`src/rtl/cwf_pkg.sv`:
```
package cwf_pkg;
  typedef enum logic {
    FS_IDLE = 1'b0,
    FS_FILL = 1'b1
  } fill_state_t;
endpackage

```
`src/rtl/cwf_seq.sv`:
```
// Burst position sequencer: start offset plus beat count, wrapping in the line.
module cwf_seq #(
  parameter int WORDS = 8,
  localparam int OFS_W = $clog2(WORDS)
) (
  input  logic             clk,
  input  logic             rst_n,
  input  logic             start,
  input  logic [OFS_W-1:0] start_ofs,
  input  logic             advance,
  output logic [OFS_W-1:0] pos,
  output logic             last
);
  logic [OFS_W-1:0] base_q, base_d;
  logic [OFS_W-1:0] cnt_q, cnt_d;

  always_comb begin
    base_d = base_q;
    cnt_d  = cnt_q;
    if (start) begin
      base_d = start_ofs;
      cnt_d  = '0;
    end else if (advance) begin
      cnt_d = cnt_q + 1'b1;
    end
  end

  always_ff @(posedge clk or negedge rst_n) begin
    if (!rst_n) begin
      base_q <= '0;
      cnt_q  <= '0;
    end else if (start || advance) begin
      base_q <= base_d;
      cnt_q  <= cnt_d;
    end
  end

  // WORDS is a power of two, so the modulo is the natural wrap of OFS_W bits.
  assign pos  = base_q + cnt_q;
  assign last = (cnt_q == OFS_W'(WORDS - 1));
endmodule

```
`src/rtl/cwf_track.sv`:
```
// Per-word filled bits for the line under fill.
module cwf_track #(
  parameter int WORDS = 8,
  localparam int OFS_W = $clog2(WORDS)
) (
  input  logic             clk,
  input  logic             rst_n,
  input  logic             clear,
  input  logic             set,
  input  logic [OFS_W-1:0] set_pos,
  output logic [WORDS-1:0] filled
);
  for (genvar g = 0; g < WORDS; g++) begin : g_word
    logic bit_q, bit_d, bit_en;

    always_comb begin
      bit_en = clear || (set && (set_pos == OFS_W'(g)));
      bit_d  = !clear;
    end

    always_ff @(posedge clk or negedge rst_n) begin
      if (!rst_n)      bit_q <= 1'b0;
      else if (bit_en) bit_q <= bit_d;
    end

    assign filled[g] = bit_q;
  end
endmodule

```
`src/rtl/cwf_store.sv`:
```
// Data array with tag and valid per line; read side is combinational.
module cwf_store #(
  parameter int LINES  = 4,
  parameter int WORDS  = 8,
  parameter int DATA_W = 32,
  parameter int TAG_W  = 5,
  localparam int IDX_W = $clog2(LINES),
  localparam int OFS_W = $clog2(WORDS)
) (
  input  logic              clk,
  input  logic              rst_n,
  input  logic              wr_en,
  input  logic [IDX_W-1:0]  wr_idx,
  input  logic [OFS_W-1:0]  wr_pos,
  input  logic [DATA_W-1:0] wr_data,
  input  logic              inval_en,
  input  logic [IDX_W-1:0]  inval_idx,
  input  logic              commit_en,
  input  logic [IDX_W-1:0]  commit_idx,
  input  logic [TAG_W-1:0]  commit_tag,
  input  logic [IDX_W-1:0]  rd_idx,
  input  logic [OFS_W-1:0]  rd_pos,
  input  logic [TAG_W-1:0]  rd_tag,
  output logic              rd_hit,
  output logic [DATA_W-1:0] rd_data
);
  logic [DATA_W-1:0] arr_q [LINES*WORDS];
  logic [TAG_W-1:0]  tag_q [LINES];
  logic [LINES-1:0]  valid_q, valid_d;

  always_ff @(posedge clk) begin
    if (wr_en) arr_q[{wr_idx, wr_pos}] <= wr_data;
  end

  always_ff @(posedge clk) begin
    if (commit_en) tag_q[commit_idx] <= commit_tag;
  end

  always_comb begin
    valid_d = valid_q;
    if (inval_en)  valid_d[inval_idx]  = 1'b0;
    if (commit_en) valid_d[commit_idx] = 1'b1;
  end

  always_ff @(posedge clk or negedge rst_n) begin
    if (!rst_n)                      valid_q <= '0;
    else if (inval_en || commit_en)  valid_q <= valid_d;
  end

  assign rd_hit  = valid_q[rd_idx] && (tag_q[rd_idx] == rd_tag);
  assign rd_data = arr_q[{rd_idx, rd_pos}];
endmodule

```
`src/rtl/cwf_fill.sv`:
```
module cwf_fill #(
  parameter int ADDR_W = 10,
  parameter int DATA_W = 32,
  parameter int WORDS  = 8,
  parameter int LINES  = 4
) (
  input  logic              clk,
  input  logic              rst_n,
  input  logic              wrap_en,
  input  logic              cpu_req,
  input  logic [ADDR_W-1:0] cpu_addr,
  output logic              cpu_ack,
  output logic [DATA_W-1:0] cpu_rdata,
  output logic              mem_req,
  output logic [ADDR_W-1:0] mem_addr,
  input  logic              mem_rvalid,
  input  logic [DATA_W-1:0] mem_rdata
);
  import cwf_pkg::*;

  localparam int OFS_W = $clog2(WORDS);
  localparam int IDX_W = $clog2(LINES);
  localparam int TAG_W = ADDR_W - OFS_W - IDX_W;

  logic [OFS_W-1:0] c_ofs;
  logic [IDX_W-1:0] c_idx;
  logic [TAG_W-1:0] c_tag;

  assign c_ofs = cpu_addr[OFS_W-1:0];
  assign c_idx = cpu_addr[OFS_W +: IDX_W];
  assign c_tag = cpu_addr[ADDR_W-1 -: TAG_W];

  fill_state_t      state_q, state_d;
  logic [IDX_W-1:0] fill_idx_q;
  logic [TAG_W-1:0] fill_tag_q;
  logic             mem_req_q;
  logic [ADDR_W-1:0] mem_addr_q, mem_addr_d;

  logic             fill_busy;
  logic             beat_in;
  logic [OFS_W-1:0] beat_pos;
  logic             beat_last;
  logic [WORDS-1:0] filled;
  logic             stored_hit;
  logic [DATA_W-1:0] stored_data;
  logic             same_line;
  logic             bypass;
  logic             filled_hit;
  logic             start_miss;
  logic             fill_done;
  logic [OFS_W-1:0] start_ofs;

  assign fill_busy  = (state_q == FS_FILL);
  assign beat_in    = fill_busy && mem_rvalid;
  assign fill_done  = beat_in && beat_last;
  assign same_line  = fill_busy && (c_idx == fill_idx_q) && (c_tag == fill_tag_q);
  assign bypass     = same_line && beat_in && (beat_pos == c_ofs);
  assign filled_hit = same_line && filled[c_ofs];
  assign start_miss = !fill_busy && cpu_req && !stored_hit;
  assign start_ofs  = wrap_en ? c_ofs : '0;

  assign cpu_ack   = cpu_req && (stored_hit || bypass || filled_hit);
  assign cpu_rdata = bypass ? mem_rdata : stored_data;

  // next state
  always_comb begin
    state_d = state_q;
    unique case (state_q)
      FS_IDLE: if (start_miss) state_d = FS_FILL;
      FS_FILL: if (fill_done)  state_d = FS_IDLE;
      default: state_d = FS_IDLE;
    endcase
    mem_addr_d = {c_tag, c_idx, start_ofs};
  end

  // registers
  always_ff @(posedge clk or negedge rst_n) begin
    if (!rst_n) begin
      state_q    <= FS_IDLE;
      mem_req_q  <= 1'b0;
      fill_idx_q <= '0;
      fill_tag_q <= '0;
      mem_addr_q <= '0;
    end else begin
      state_q   <= state_d;
      mem_req_q <= start_miss;
      if (start_miss) begin
        fill_idx_q <= c_idx;
        fill_tag_q <= c_tag;
        mem_addr_q <= mem_addr_d;
      end
    end
  end

  assign mem_req  = mem_req_q;
  assign mem_addr = mem_addr_q;

  cwf_seq #(.WORDS(WORDS)) u_seq (
    .clk       (clk),
    .rst_n     (rst_n),
    .start     (start_miss),
    .start_ofs (start_ofs),
    .advance   (beat_in),
    .pos       (beat_pos),
    .last      (beat_last)
  );

  cwf_track #(.WORDS(WORDS)) u_track (
    .clk     (clk),
    .rst_n   (rst_n),
    .clear   (start_miss),
    .set     (beat_in),
    .set_pos (beat_pos),
    .filled  (filled)
  );

  cwf_store #(
    .LINES  (LINES),
    .WORDS  (WORDS),
    .DATA_W (DATA_W),
    .TAG_W  (TAG_W)
  ) u_store (
    .clk        (clk),
    .rst_n      (rst_n),
    .wr_en      (beat_in),
    .wr_idx     (fill_idx_q),
    .wr_pos     (beat_pos),
    .wr_data    (mem_rdata),
    .inval_en   (start_miss),
    .inval_idx  (c_idx),
    .commit_en  (fill_done),
    .commit_idx (fill_idx_q),
    .commit_tag (fill_tag_q),
    .rd_idx     (c_idx),
    .rd_pos     (c_ofs),
    .rd_tag     (c_tag),
    .rd_hit     (stored_hit),
    .rd_data    (stored_data)
  );
endmodule

```
`config.mk`:
```
export PLATFORM = sky130hd
export DESIGN_NAME = cwf_fill
export DESIGN_NICKNAME = d
export VERILOG_FILES = /design/src/rtl/cwf_pkg.sv /design/src/rtl/cwf_seq.sv /design/src/rtl/cwf_track.sv /design/src/rtl/cwf_store.sv /design/src/rtl/cwf_fill.sv
export SDC_FILE = /design/constraint.sdc
export NUM_CORES = 1
export LEC_CHECK = 0
export BUFFER_PORTS_ARGS = -buffer_cell sky130_fd_sc_hd__buf_2
export CAP_MARGIN = 20
export CORE_MARGIN = 4
export CORE_UTILIZATION = 45
export DETAILED_ROUTE_END_ITERATION = 10
export GPL_TIMING_DRIVEN = 0
export PLACE_DENSITY = 0.65
export SYNTH_ARGS = -nofsm -noshare
export SYNTH_HDL_FRONTEND = slang
export SYNTH_SLANG_ARGS = --single-unit
export TNS_END_PERCENT = 50
```
`constraint.sdc`:
```
create_clock -name clk -period 3.1 [get_ports clk]
set_input_delay 0.62 -clock clk [delete_from_list [all_inputs] [get_ports clk]]
set_output_delay 0.62 -clock clk [all_outputs]
set_load 0.1 [all_outputs]
```
==> run metrics, run 1 <==
Ys Warns=0; Nets=2143; die width=310 µm; crit path cell chain=ha_4 > inv_2 > fa_2 > xnor2_1 > nor3_1 > nand4_1 > buf_6 > buf_12 > buf_12 > o22a_4 > buf_12; router iterations before antenna repair=5; FP Rows=110; TritonCTS Sinks=1071; crit share post-route=126%; DR WL met2=56100 µm; clk slew on worst S/H paths=about 0.060 ns; Synth top cells by count=edfxtp_1 (1044), mux4_2 (262), mux2i_1 (66); clk buf depth=3; Syn Std Cell Area=41100 µm²; Die ar.=96200 µm²; slowest CP cell=dfrtp_4; worst hold slack=around 0.23 ns; via count=20700; Placed Instances=3120; final slew viol count=0; global-route wire length before repair=154000 µm; post-DP HPWL=around 69000 µm; worst flop-to-flop path startpoint=mem_addr[0]; met3 wire length=8880 µm; failing checks=negative setup slack; Syn Nets=around 1900; Final ANT Viol Nets=0; fmax=0.257 GHz; Synth async-reset ratio=2.52%; CTS Buf Count=105; Die Y=roughly 310 µm; compound-cell area share of the yosys netlist=2.79%; initial cell density of the core=45.5%; max-cap viol count=0; largest cells by area after synthesis=edfxtp_1 (76%), mux4_2 (14%), dfrtp_1 (1.6%); status=finished with violations; Synth Area in Adders=0.140%; largest family of logic cells by synthesized area=multiplexers; Yosys top cell area share=76.3%; Yosys top cell by area=edfxtp_1; top routing layer in use=met4; #FFs+latches synth=1071; remaining global-route overflow=0; core area=90300 µm²; CTS tree=built; Syn Area/Cell=22.7 µm²; end-of-flow core utilization=54.6%; most numerous cell in the Yosys netlist=edfxtp_1; Critical Path Most Common Cell=buf_12; DR vias/cell=6.18; io pins=91; wire per inst=32.5 µm; area grow syn2layout=20.0%; Hold Startpoint=wrap_en; Critical Path RT=2.48 ns; final worst slack=-0.791 ns; worst-path maximum fanout=10; crit path buf inv count=5; crit path DAT=3.27 ns; Worst setup SP type=flip-flop; final non-filler cell total=around 3400; GRT Total Usage=22.8%; Iter 0 DRT Violations=2769; initial antenna violation count=0; Slew headroom=25.7%; placer congestion estimate=0.762; CTS root buffer=clkbuf_16; post-synthesis sequential area ratio=77.9%; Post-synth EDFFs=1044; fraction of layout cells with a size suffix above 1=between 30% and 40%; post-synthesis mux area share=between 10% and 20%; Post-synth top flop=edfxtp_1; Critical path origin=mem_addr[0]; Port Buffers=86; unrepaired setup endpoints after global routing=yes; DRC=0; H-tree depth=3; kind of critical path=flip-flop to primary output; Hold Vio Cnt, Final=0; Leak Pwr=0.0160 µW; Final Skew=0.0233 ns; Synth Area in XOR/XNOR=less than 1%; Synth Area in Simple Gates=1.33%; cells after synthesis=1813; Tmin final=3.89 ns; vias in the first global route=21100; Min-Delay Path Class=input port to flip-flop; Crit. End Element=primary output; Synth cell types=37; met1 WL=40700 µm; Ant. Diodes=0; clk_lat worst skew=about 0.67 ns; CP max stage delay=roughly 0.50 ns; CP top delay family=buffers and inverters; Post-Route WL=about 110000 µm; Power Density=741 nW/µm²; Fill cells=6644; maximum VDD drop=0.000489 V; Slew @ Worst Pin=1.11 ns; Final setup violation count=55; largest net degree at the start of global routing=34
==> per-layer routing <==
| metal | up-vias | global-route usage (%) |
|---|---|---|
| met5 | - | 0 |
| met4 | 0 | 7.05 |
| met3 | 191 | 3.87 |
| met2 | 1075 | 39.2 |
| met1 | 11200 | 30.2 |
| li1 | 8299 | - |
==> cell type report <==
cell class	count	area, µm²	share of cell area [%]
plain buffers	97	639	1.30
flip-flops and latches	1071	32000	64.9
clock inverters	61	641	1.30
clock buffers	131	2750	5.57
well taps	1176	1470	2.98
repair buffers	172	2420	4.91
multi-input cells	629	9310	18.9
inverters	16	60.1	0.122
==> cell families (layout without fill, tap and decap cells) <==
group           after synthesis  count (layout)
flops                      1071            1071
compound gates              147             147
fa+ha+maj                     4               4
simple gates                121             121
xor+xnor                     22              22
mux                         335             335
buf+inv                     113             477
==> where the power goes <==
group | internal (µW) | switching (µW)
Combinational | 2090 | 4120
Clock | 7340 | 5270
Sequential | 17400 | 390
==> placed cells by master (no fill, tap or decap), types with 15 or more instances in the layout <==
cell type | synthesis | final
nor2_4 | 0 | 33
inv_1 | 16 | 15
o22a_4 | 0 | 27
buf_12 | 0 | 84
buf_4 | 0 | 31
edfxtp_1 | 1044 | 1044
o22ai_1 | 31 | 31
clkbuf_16 | 0 | 106
clkinv_1 | 0 | 21
mux4_2 | 262 | 262
nand3_2 | 0 | 20
clkbuf_1 | 43 | 41
buf_2 | 36 | 73
dfrtp_1 | 27 | 24
clkinv_2 | 0 | 18
a22oi_1 | 62 | 62
mux2i_1 | 66 | 66
clkbuf_2 | 0 | 25
==> worst register-to-register path, stage by stage (launching register included) <==
cell and delay (ns):
dfrtp_4 0.50, ha_4 0.17, inv_2 0.05, fa_2 0.47, buf_4 0.16, nor2_1 0.40
nand2_2 0.30, nor2_4 0.53, buf_12 0.29
==> what timing repair did <==
action / in CTS / in global routing
gates resized for setup: 254 / 30
endpoints found under the hold margin: 27 / 0
gates cloned: 2 / 0
pin swaps: 27 / 16
setup endpoints to repair: 529 / 431
buffers inserted: 23 / 15
hold buffers: 1 / 0
==> through the flow <==
step / setup TNS, ns / area [µm²] / power (µW) / setup slack [ns]
detailed placement: -83.61 / 44400 / 23500 / -1.55
CTS: -29.46 / 49000 / 36500 / -0.747
finish: -26.74 / 49300 / 36600 / -0.791
global placement: -1492.97 / 43300 / 23000 / -2.62
floorplan: -165.49 / 41400 / 21300 / -0.442
global route: -30.30 / 49300 / 37700 / -0.869
==> registers in the layout, summed over array words and instances (netlist names) <==
signal / count
mem_addr: 4
u_store.valid_q: 4
fill_busy: 1
fill_idx_q: 1
u_store.tag_q: 20
fill_tag_q: 5
u_track.g_word.bit_q: 8
mem_req: 1
u_store.arr_q: 1024
u_seq.cnt_q: 3
==> path summary, 6_finish.rpt <==
check,slack [ns],depth (start not counted),end
min in group asynchronous,0.53,2,u_seq.cnt_q[1]
hold / removal,0.23,3,mem_addr[1]
setup reg to reg,-0.10,8,u_store.arr_q[14][25]
max in group asynchronous,2.08,2,mem_addr[1]
hold reg to reg,0.49,1,u_store.valid_q[1]
setup / recovery,-0.79,11,cpu_rdata[13]
(Power assumes the default switching activity.)
==> run 2, diff against run 1 <==
--- a/config.mk
+++ b/config.mk
@@ -7,6 +7,7 @@
 export LEC_CHECK = 0
 export BUFFER_PORTS_ARGS = -buffer_cell sky130_fd_sc_hd__buf_2
 export CAP_MARGIN = 20
+export CORE_ASPECT_RATIO = 1.75
 export CORE_MARGIN = 4
 export CORE_UTILIZATION = 45
 export DETAILED_ROUTE_END_ITERATION = 10
==> run 2 against run 1 <==
The run still ends with negative setup slack left. Combinational power grew 0.6%. Register-to-register slack is essentially flat. First-iteration DRC count shrank 4.2%. Hold slack lost 0.014 ns. Final area shrank 0.64%. Count of clock-buffer cells in the layout shrank 21. Critical path depth shrank 3. Critical endpoint is now cpu_rdata[29]. Largest cell class unchanged.
==> run metrics, run 2 (same netlist as run 1, synthesis figures left out) <==
status=finished with violations; failing checks=negative setup slack; Nets=2151 (+0.37%); wire per inst=34.5 µm (+6.3%); Ant. Diodes=0 (unchanged); Critical Path Most Common Cell=buf_2; FP Rows=146 (+33%); number of flip-flops in the largest register=1024 (unchanged); worst hold slack=0.217 ns (-0.0145 ns); cell internal pwr=26000 µW (-3.0%); maximum VDD drop=0.000397 V (-19%); largest net degree at the start of global routing=34 (unchanged); Net Sw Frac=27.4% (+0.70 points); Min-Delay Path Class=input port to flip-flop; Port Buffers=86 (unchanged); CTS Buf Count=91 (-13%); CP max stage delay=0.91 ns (+0.41 ns); Post-Route WL=116000 µm (+6.6%); TritonCTS Sinks=1071 (unchanged); fmax=0.254 GHz (-1.2%); worst-path maximum fanout=10 (unchanged); router iterations before antenna repair=5 (unchanged); Leak Pwr=0.0159 µW (-0.55%); clk buf depth=3 (unchanged); post-DP HPWL=70700 µm (+3.0%); Critical Path RT=2.48 ns (about the same); fraction of layout cells with a size suffix above 1=36.6% (+0.73 points); slowest CP cell=clkbuf_1; Regs by FF count=u_store.arr_q (1024), u_store.tag_q (20), u_track.g_word.bit_q (8); DR vias/cell=6.20 (+0.36%); unrepaired setup endpoints after global routing=yes; Largest Register=u_store.arr_q; end-of-flow core utilization=54.1% (-0.54 points); vias in the first global route=21800 (+3.1%); Final setup violation count=105 (+91%); crit path cell chain=buf_2 > buf_2 > nand2b_1 > buf_4 > clkbuf_1 > o22ai_1 > o22a_4 > buf_12; commonest non-fill, non-tap cells in the layout=edfxtp_1 (1044), mux4_2 (262), clkbuf_16 (93), buf_12 (87), buf_4 (71); Fill cells=6804 (+2.4%); remaining global-route overflow=0 (unchanged); Slew headroom=21.1% (-4.6 points); GRT Total Usage=23.8% (+1.0 points); crit path buf inv count=5 (unchanged); Die ar.=96400 µm² (+0.20%); sequential share of power=49.6% (+1.1 points); placer congestion estimate=0.777 (+2.0%); crit path DAT=3.32 ns (+0.05 ns); initial cell density of the core=45.4% (-0.16 points); final slew viol count=0 (unchanged); CTS root buffer=clkbuf_16; die width=236 µm (-24%); DP Worst Slack=-1.86 ns (-0.311 ns); CP top delay family=buffers and inverters; most common cell after layout, fill and taps aside=edfxtp_1; Crit. End Element=primary output; Slew @ Worst Pin=1.18 ns (+0.0697 ns); via count=20800 (+0.60%); Worst setup SP type=input port; final worst slack=-0.838 ns (-0.0477 ns); CTS tree=built; combinational share of power=17.5% (+0.5 points); Final ANT Viol Nets=0 (unchanged); io pins=91 (unchanged); area grow syn2layout=19.2%; global-route wire length before repair=163000 µm (+5.7%); clk slew on worst S/H paths=0.06 ns (about the same); core area=90600 µm² (+0.35%); initial antenna violation count=2 (+2); H-tree depth=3 (unchanged); clk_lat worst skew=0.68 ns (about the same); max-cap viol count=0 (unchanged); Hold Vio Cnt, Final=0 (unchanged); Switch Pwr=9830 µW (+0.46%); Final Skew=0.0195 ns (-0.00382 ns); Tmin final=3.94 ns (+0.0477 ns); Iter 0 DRT Violations=2652 (-4.2%); crit share post-route=127% (+1.5 points); Die Y=408 µm (+31%); DRC=0 (unchanged); clock share of power=33.0% (-1.5 points); kind of critical path=input port to primary output; Power Density=731 nW/µm² (-1.5%)
-- run 2: power by group through the flow --
stage / clock network [µW] / logic (µW) / registers [µW]
after CTS: 11900 / 6070 / 17700
after global routing: 12600 / 6450 / 17800
after detailed placement: 0 / 5500 / 18100
after global placement: 0 / 5000 / 18100
after floorplan: 0 / 2880 / 18400
final: 11800 / 6250 / 17800
-- run 2: layer usage --
layer	part of all wire, %	GRT usage (%)	wire length [µm]	vias up
met4	5.0	11.2	5790	2
met3	7.2	4.20	8380	263
li1	-	-	-	8279
met5	0.0043	0	5	-
met1	34	28.5	40000	11200
met2	53	42.0	61800	1084
-- run 2: repair_timing --
item,4_1_cts,5_1_grt
endpoints found under the hold margin,27,0
endpoints found under the setup margin,582,439
resized for setup,261,22
setup buffers,42,27
hold buffers,1,0
pin swaps,32,23
-- run 2: path summary, 6_finish.rpt --
kind	cells after the start	startpoint	slack [ns]	end
max	8	cpu_addr[3]	-0.84	cpu_rdata[29]
min	3	wrap_en	0.22	mem_addr[2]
max reg2reg	8	mem_addr[0]	-0.09	u_store.arr_q[16][13]
min reg2reg	1	u_store.valid_q[1]	0.50	u_store.valid_q[1]
max in group asynchronous	2	rst_n	2.09	mem_addr[1]
min in group asynchronous	2	rst_n	0.52	u_track.g_word[6].bit_q
-- run 2: per-stage QoR --
step	cells	cell area [µm²]	power, µW	TNS, ns
after global placement	3083	43300	23100	-1692.63
final	3361	49000	35800	-29.96
after CTS	3334	48600	35700	-34.72
after detailed placement	3122	44200	23600	-113.60
after floorplan	1813	41400	21300	-165.49
after global routing	3361	49000	36800	-34.97
-- run 2: cell type report --
type / instances / area [µm²] / share of cell area, %
Inverter: 16 / 60.1 / 0.123
Sequential cell: 1071 / 32000 / 65.4
Clock inverter: 60 / 642 / 1.31
Multi-Input combinational cell: 629 / 9310 / 19.0
Tap cell: 1184 / 1480 / 3.02
Timing Repair Buffer: 195 / 2420 / 4.93
Buffer: 96 / 664 / 1.36
Clock buffer: 110 / 2400 / 4.90
-- run 2: worst reg2reg max path: stages (launching register included) --
cell	delay, ns
dfrtp_4	0.43
ha_4	0.13
inv_2	0.03
fa_2	0.56
buf_4	0.13
and3_1	0.32
nand2_2	0.25
nor2_4	0.68
buf_12	0.30
